## src/rtl/bag_pkg.sv

```systemverilog
package bag_pkg;
  typedef enum logic [1:0] {
    CMD_HOLD   = 2'd0,
    CMD_STEP   = 2'd1,
    CMD_LOAD   = 2'd2,
    CMD_RECALL = 2'd3
  } bag_cmd_e;
endpackage

```

## src/rtl/bag_decode.sv

```systemverilog
module bag_decode
  import bag_pkg::*;
(
  input  logic     load_n,
  input  logic     step_n,
  input  logic     recall_n,
  output bag_cmd_e cmd
);
  // Recall outranks load, and load outranks step.
  always_comb begin
    if (!recall_n)    cmd = CMD_RECALL;
    else if (!load_n) cmd = CMD_LOAD;
    else if (!step_n) cmd = CMD_STEP;
    else              cmd = CMD_HOLD;
  end
endmodule

```

## src/rtl/bag_recall_reg.sv

```systemverilog
module bag_recall_reg
  import bag_pkg::*;
#(
  parameter int AW = 20
) (
  input  logic          clk,
  input  logic          rst,
  input  bag_cmd_e      cmd,
  input  logic [AW-1:0] addr_in,
  output logic [AW-1:0] saved,
  output logic          valid
);
  always_ff @(posedge clk) begin
    if (rst) begin
      saved <= '0;
      valid <= 1'b0;
    end else if (cmd == CMD_LOAD) begin
      saved <= addr_in;
      valid <= 1'b1;
    end
  end

  // a load is always followed by a valid saved copy of the address
  a_r6_capture: assert property (@(posedge clk) disable iff (rst)
    (cmd == CMD_LOAD) |=> (valid && saved == $past(addr_in)));

  // the saved address changes only on a load
  a_r5_saved_stable: assert property (@(posedge clk) disable iff (rst)
    (cmd != CMD_LOAD) |=> (saved == $past(saved)));
endmodule

```

## src/rtl/bag_next.sv

```systemverilog
module bag_next
  import bag_pkg::*;
#(
  parameter int AW = 20
) (
  input  logic          clk,
  input  logic          rst,
  input  bag_cmd_e      cmd,
  input  logic [AW-1:0] addr_in,
  input  logic [AW-1:0] saved,
  input  logic          valid,
  output logic [AW-1:0] addr_now
);
  localparam logic [AW-1:0] ONE = AW'(1);

  logic [AW-1:0] held_q;

  always_comb begin
    unique case (cmd)
      CMD_LOAD:   addr_now = addr_in;
      CMD_STEP:   addr_now = held_q + ONE;   // wraps naturally at AW bits
      CMD_RECALL: addr_now = valid ? saved : held_q;
      default:    addr_now = held_q;
    endcase
  end

  always_ff @(posedge clk) begin
    if (rst) held_q <= '0;
    else     held_q <= addr_now;
  end

  // the held address is exactly what the previous cycle presented
  a_r3_continuity: assert property (@(posedge clk) disable iff (rst)
    1'b1 |=> (held_q == $past(addr_now)));
endmodule

```

## src/rtl/burst_addr_gen.sv

```systemverilog
module burst_addr_gen
  import bag_pkg::*;
#(
  parameter int AW = 20
) (
  input  logic          clk,
  input  logic          rst,
  input  logic          load_n,
  input  logic          step_n,
  input  logic          recall_n,
  input  logic [AW-1:0] addr_in,
  output logic [AW-1:0] mem_addr,
  output logic          recall_ok
);
  bag_cmd_e      cmd;
  logic [AW-1:0] saved;
  logic          valid;

  bag_decode u_dec (
    .load_n  (load_n),
    .step_n  (step_n),
    .recall_n(recall_n),
    .cmd     (cmd)
  );

  bag_recall_reg #(.AW(AW)) u_rcl (
    .clk    (clk),
    .rst    (rst),
    .cmd    (cmd),
    .addr_in(addr_in),
    .saved  (saved),
    .valid  (valid)
  );

  bag_next #(.AW(AW)) u_nxt (
    .clk     (clk),
    .rst     (rst),
    .cmd     (cmd),
    .addr_in (addr_in),
    .saved   (saved),
    .valid   (valid),
    .addr_now(mem_addr)
  );

  assign recall_ok = valid;

  // Marks cycles whose previous cycle was out of reset, so $past is meaningful.
  logic run_q;
  always_ff @(posedge clk) begin
    if (rst) run_q <= 1'b0;
    else     run_q <= 1'b1;
  end

  a_r2_load_pass: assert property (@(posedge clk) disable iff (rst)
    (!load_n && recall_n) |-> (mem_addr == addr_in));

  a_r3_step: assert property (@(posedge clk) disable iff (rst)
    (run_q && load_n && !step_n && recall_n) |-> (mem_addr == $past(mem_addr) + AW'(1)));

  a_r4_hold: assert property (@(posedge clk) disable iff (rst)
    (run_q && load_n && step_n && recall_n) |-> (mem_addr == $past(mem_addr)));

  a_r7_early_recall: assert property (@(posedge clk) disable iff (rst)
    (run_q && !recall_n && !recall_ok) |-> (mem_addr == $past(mem_addr)));

  a_r1_flag_rise: assert property (@(posedge clk) disable iff (rst)
    $rose(recall_ok) |-> $past(!load_n && recall_n));
endmodule

```

## config.mk

```make
export PLATFORM = sky130hd
export DESIGN_NAME = burst_addr_gen
export DESIGN_NICKNAME = d
export VERILOG_FILES = /design/src/rtl/bag_pkg.sv /design/src/rtl/bag_decode.sv /design/src/rtl/bag_recall_reg.sv /design/src/rtl/bag_next.sv /design/src/rtl/burst_addr_gen.sv
export SDC_FILE = /design/constraint.sdc
export NUM_CORES = 1
export LEC_CHECK = 0
export ABC_AREA = 1
export BUFFER_PORTS_ARGS = -buffer_cell sky130_fd_sc_hd__buf_2
export CAP_MARGIN = 10
export CORE_UTILIZATION = 30
export DETAILED_ROUTE_END_ITERATION = 6
export GPL_TIMING_DRIVEN = 0
export PLACE_DENSITY_LB_ADDON = 0.3
export SLEW_MARGIN = 40
export SYNTH_ARGS = -nofsm -noshare
export SYNTH_HDL_FRONTEND = slang
export SYNTH_SLANG_ARGS = --single-unit
export TNS_END_PERCENT = 1
```

## constraint.sdc

```tcl
create_clock -name clk -period 1.5 [get_ports clk]
set_input_delay 0.3 -clock clk [delete_from_list [all_inputs] [get_ports clk]]
set_output_delay 0.3 -clock clk [all_outputs]
set_load 0.01 [all_outputs]
```

==> results.sh, run 1 <==
export IMPL_cp_arrival_ps=1670
export IMPL_vdd_ir_drop_worst_uv=318.2
export IMPL_synthToLayoutAreaGrowth_pct=25.16
export IMPL_maxCapViolations=0
export IMPL_root_buffer="clkbuf_8"
export IMPL_firstDrtPassIters=6
export IMPL_finalNonFillerCells=584
export IMPL_fin_crit_ps=1973
export IMPL_cpMaxStageDelayCell="dfxtp_4"
export IMPL_ys_seq_area_share_pct=31.80
export IMPL_power_density_nw_per_um2=810.0
export IMPL_netlist_top_cells_area="dfxtp_1 32%, nand2_1 16%, inv_1 8.9%"
export IMPL_dieHeight_um=94.76
export IMPL_cp_max_fo=5
export IMPL_start_kind="flip-flop"
export IMPL_setup_slack_ps=-472.7
export IMPL_vias=2844
export IMPL_routed_wl_um=7928
export IMPL_grt_pass1_wl_um=12840
export IMPL_overflow=0
export IMPL_coreArea_um2=8258
export IMPL_dpl_hpwl_um=5771
export IMPL_cts_tree="done"
export IMPL_path_cells="ha_4, nand2_4, nor2_4, nand2_4, nor2_4, nand3_1, nand3_1, nand2_1, nand2_2, inv_2, buf_6"
export IMPL_setup_viol=20
export IMPL_crit_type="reg2out"
export IMPL_io_buffers=44
export IMPL_synth_yosys_warnings=0
export IMPL_worst_slew_pin_transition_ps=559.7
export IMPL_die_x_um=94.76
export IMPL_die_area_um2=8979
export IMPL_ios=46
export IMPL_syn_inst=426
export IMPL_synth_area_um2=2581
export IMPL_synth_cell_type_count=26
export IMPL_ant_nets=0
export IMPL_worstSkewPairLatency_ps=300
export IMPL_drive_above_1_share_pct=26.93
export IMPL_cp_required_ps=1200
export IMPL_final_nets=505
export IMPL_path_clk_slew_ps=80
export IMPL_drc=0
export IMPL_synthesis_nets=452
export IMPL_crit_path_end_kind="output port"
export IMPL_clock_sinks=41
export IMPL_synth_area_per_cell_um2=6.059
export IMPL_synth_top_area_share_pct=31.80
export IMPL_fmax_mhz=506.9
export IMPL_leakagePower_nw=1.572
export IMPL_tns_ps=-7377
export IMPL_rows=33
export IMPL_clock_path_buffers=2
export IMPL_layout_common_cells="104 x nand2_1, 55 x nor2_1, 54 x inv_1, 45 x buf_2"
export IMPL_period_share_pct=131.5
export IMPL_drv_slew=0
export IMPL_worstHoldPathType="in2reg"
export IMPL_slowest_delay_ps=390
export IMPL_diodes=0
export IMPL_final_common_cell="nand2_1"
export IMPL_finalInstanceArea_um2=3231
export IMPL_numCtsBuffers=5
export IMPL_yosysTopAreaCell="dfxtp_1"
export IMPL_initial_core_util_pct=31.26
export IMPL_utilization_pct=39.12
export IMPL_vias_per_cell=4.870
export IMPL_rsz0062_at_grt="yes"
export IMPL_timing_slew_headroom_pct=62.69
export IMPL_ys_ff_latch=41
export IMPL_status="finished, violations left"
export IMPL_drtIter0Drc=204
export IMPL_skew_ps=7.886
export IMPL_hold_violations=0
export IMPL_grt_antenna_before_repair=0
export IMPL_place_gp_congestion=0.9093
export IMPL_track_usage_pct=18.75
export IMPL_htree_levels=2
export IMPL_place_inst=575
export IMPL_placement_cell_area_um2=2954
export IMPL_power_mw=2.617
export IMPL_grt_max_degree=12
export IMPL_wl_per_cell_um=13.58
export IMPL_violations="negative setup slack"
export IMPL_grt_pass1_vias=2616
## stage by stage
| stage | worst slack [ps] | hold slack [ps] |
|---|---|---|
| detailed placement | -450.1 | 453.4 |
| global placement | -447.4 | 445.7 |
| finish | -472.7 | 276.2 |
| CTS | -478.6 | 280.5 |
| global route | -606.8 | 299.2 |
| floorplan | -48.63 | 436.6 |
## cells in the mapped netlist, drive strengths merged
cell type and count:
a211oi 10, a21oi 27, a31oi 1, and2 5
buf 11, clkbuf 5, dfxtp 41, ha 1
inv 66, nand2 115, nand3 27, nand4 9
nor2 71, nor3 13, o2111ai 3, o21ai 19
or2 2
## sequential cells by signal, indices dropped and copies added (netlist names)
register,flops
u_rcl.saved,20
u_rcl.valid,1
u_nxt.held_q,20
## per-layer routing
layer  global-route usage [%]  share of wire (%)  routed length (um)  vias to the layer above
li1                         -                  -                   -                     1450
met1                    25.40                 46                3682                     1296
met2                    30.58                 46                3669                       81
met3                    3.301                5.4                 431                       17
met4                    4.798                1.8                 144                        0
met5                        0                  0                   0                        -
## power breakdown
part	switching, mW	total, mW	internal, mW
Combinational	0.373	0.617	0.245
Sequential	0.0814	1.24	1.16
Clock	0.393	0.759	0.366
## path summary, 6_finish.rpt
check | slack (ps) | depth (start not counted) | end | startpoint
worst min-delay path | 280 | 3 | u_rcl.saved[3] | addr_in[3]
worst min register to register | 470 | 2 | u_rcl.saved[8] | u_rcl.saved[8]
worst max register to register | 100 | 10 | u_nxt.held_q[18] | u_nxt.held_q[0]
worst max-delay path | -470 | 11 | mem_addr[18] | u_nxt.held_q[0]
## cells by family (layout without fill, tap and decap cells)
family	after synthesis	count (layout)	synth area share [%]
AND/OR/NAND/NOR	242	242	41.49
buffers and inverters	82	135	13.14
AO/OA/AOI/OAI	60	60	13.09
flip-flops	41	41	31.80
adder cells (fa/ha/maj)	1	1	0.4847
## repair_timing
action                                 4_1_cts  5_1_grt
endpoints found under the hold margin        0        0
hold buffers                                 0        0
gates resized for setup                     50       20
pin swaps                                    6        5
setup buffers                                2        0
setup endpoints to repair                   26       24
## final cells by class
class | instances | area [um2]
plain buffers | 16 | 125.1
flip-flops and latches | 41 | 857.1
repair buffers | 46 | 251.5
multi-input cells | 303 | 1526
fillers | 934 | 5027
clock buffers | 7 | 86.33
inverters | 66 | 252.7
well taps | 105 | 131.4
## critical path, delay by kind of cell (launching register included)
family	cells	cell delay (ps)
adders and majority gates	1	150
DFF	1	390
buffers and inverters	2	140
and+or+nand+nor	8	700
No activity file was read; power rests on OpenSTA's default activity.
==> inputs of run 2 (changes only) <==
--- a/config.mk
+++ b/config.mk
@@ -16,4 +16,3 @@
 export SYNTH_ARGS = -nofsm -noshare
 export SYNTH_HDL_FRONTEND = slang
 export SYNTH_SLANG_ARGS = --single-unit
-export TNS_END_PERCENT = 1
==> run 2 against run 1 <==
The flow still finishes with violations (negative setup slack); hold slack lost 4.4 ps; count of clock-buffer cells in the layout is 2 lower; first-iteration DRC count increased by 28%; worst setup slack got worse by 100 ps; core utilization up 6.0 points; clock skew up 5.6 ps; clock power increased by 41%; fmax shrank 4.9%; global-route usage up 1.2 points; critical path type unchanged; largest power group unchanged.
==> results.sh, run 2 (synthesis results as in run 1) <==
export IMPL_start_kind="flip-flop"
export IMPL_violations="negative setup slack"
export IMPL_path_cells="ha_4, nand2_4, nor2_4, nand2_4, nor2_4, nand2_1, nand2_1, nand3_1, nand2_1, nand2_2, inv_2, buf_6"
export IMPL_vias_per_cell=4.897
export IMPL_rsz0062_at_grt="yes"
export IMPL_final_nets=531
export IMPL_drtIter0Drc=262
export IMPL_hold_worst_slack_ps=271.7
export IMPL_worst_slew_pin_transition_ps=591.7
export IMPL_worstHoldPathType="in2reg"
export IMPL_cp_arrival_ps=1770
export IMPL_slowest_delay_ps=380
export IMPL_clock_path_buffers=2
export IMPL_root_buffer="clkbuf_8"
export IMPL_wl_per_cell_um=14.03
export IMPL_preCtsSetupSlack_ps=-466.0
export IMPL_final_common_cell="nand2_1"
export IMPL_drc=0
export IMPL_power_density_nw_per_um2=837.6
export IMPL_drive_above_1_share_pct=38.74
export IMPL_critPathMostFrequentCell="nand2_1"
export IMPL_worstSkewPairLatency_ps=300
export IMPL_reg_top3="u_nxt.held_q x20, u_rcl.saved x20, u_rcl.valid x1"
export IMPL_fin_crit_ps=2073
export IMPL_finalInstanceArea_um2=3725
export IMPL_ios=46
export IMPL_numCtsBuffers=5
export IMPL_die_area_um2=8979
export IMPL_cpMaxStageDelayCell="dfxtp_4"
export IMPL_track_usage_pct=19.95
export IMPL_vdd_ir_drop_worst_uv=379.7
export IMPL_grt_max_degree=14
export IMPL_placement_cell_area_um2=2962
export IMPL_crit_type="reg2out"
export IMPL_synthToLayoutAreaGrowth_pct=44.30
export IMPL_drv_slew=0
export IMPL_status="finished, violations left"
export IMPL_setup_viol=26
export IMPL_dpl_hpwl_um=5751
export IMPL_maxCapViolations=0
export IMPL_skew_ps=13.45
export IMPL_tns_ps=-10990
export IMPL_cts_tree="done"
export IMPL_clock_sinks=41
export IMPL_dieHeight_um=94.76
export IMPL_fmax_mhz=482.3
export IMPL_grt_antenna_before_repair=0
export IMPL_leakagePower_nw=1.750
export IMPL_timing_slew_headroom_pct=60.55
export IMPL_period_share_pct=138.2
export IMPL_overflow=0
export IMPL_coreArea_um2=8258
export IMPL_cp_top_family="simple AND/OR/NAND/NOR gates"
export IMPL_firstDrtPassIters=6
export IMPL_rows=33
export IMPL_path_clk_slew_ps=90
export IMPL_htree_levels=2
export IMPL_crit_path_end_kind="output port"
export IMPL_vias=2992
export IMPL_io_buffers=44
export IMPL_initial_core_util_pct=31.26
export IMPL_hold_violations=0
export IMPL_setup_slack_ps=-573.4
export IMPL_cp_required_ps=1200
export IMPL_cp_max_fo=5
export IMPL_grt_pass1_wl_um=13810
export IMPL_critPathBufInv=2
export IMPL_layout_common_cells="93 x nand2_1, 51 x inv_1, 43 x buf_2, 42 x nor2_1, 27 x dfxtp_1"
export IMPL_die_x_um=94.76
export IMPL_ant_nets=0
export IMPL_place_gp_congestion=0.9023
export IMPL_diodes=0
export IMPL_grt_pass1_vias=2843
export IMPL_routed_wl_um=8571
## run 2: cell count changes in the layout (fill, tap and decap cells not counted), sizes merged
cell,delta
clkbuf,-1
clkinvlp,+1
clkinv,+1
inv,-1
bufinv,+2
buf,+25
## run 2: layout make-up
class,count,area [um2]
fill,852,4533
multi-input combinational,303,1714
sequential,41,850.8
timing repair buffer,73,534.3
inverter,66,254.0
tap,105,131.4
buffer,15,106.4
clock buffer,5,68.82
clock inverter,3,65.06
## run 2: where the power goes
group          leakage (nW)  switching (mW)  internal [mW]
registers             0.343          0.0903           1.16
logic                  1.34           0.439          0.357
clock network        0.0681           0.412          0.662
## run 2: repair_timing
item	in CTS	in global routing
buffers inserted	17	11
setup endpoints to repair	25	33
hold buffers	0	0
gates resized for setup	52	75
pin swaps	8	28
gates cloned	0	1
## run 2: path summary, 6_finish.rpt
kind	from	end	slack, ps	cells past startpoint
max reg2reg	u_rcl.valid	u_nxt.held_q[0]	-500	13
min	addr_in[5]	u_rcl.saved[5]	270	3
max	u_nxt.held_q[1]	mem_addr[18]	-570	12
min reg2reg	u_rcl.saved[0]	u_rcl.saved[0]	470	2
## run 2: per-stage QoR
stage	utilization (%)	power, mW	instances
after floorplan	-	1.611	426
after CTS	41.14	3.006	600
after global placement	35.86	1.816	575
after detailed placement	35.86	1.827	575
after global routing	45.11	3.261	611
final	45.11	3.120	611
## run 2: worst min-delay path, stage by stage
cell and delay, ps:
buf_2 100, nand2_1 70, a21oi_1 60
## run 2: per-layer routing
layer  vias to the layer above  track usage [%]  wire, um
li1                       1501                -         -
met4                         0            5.934       133
met3                        12            3.543       494
met5                         -                0         0
met1                      1372            26.15      3876
met2                       107            33.15      4067
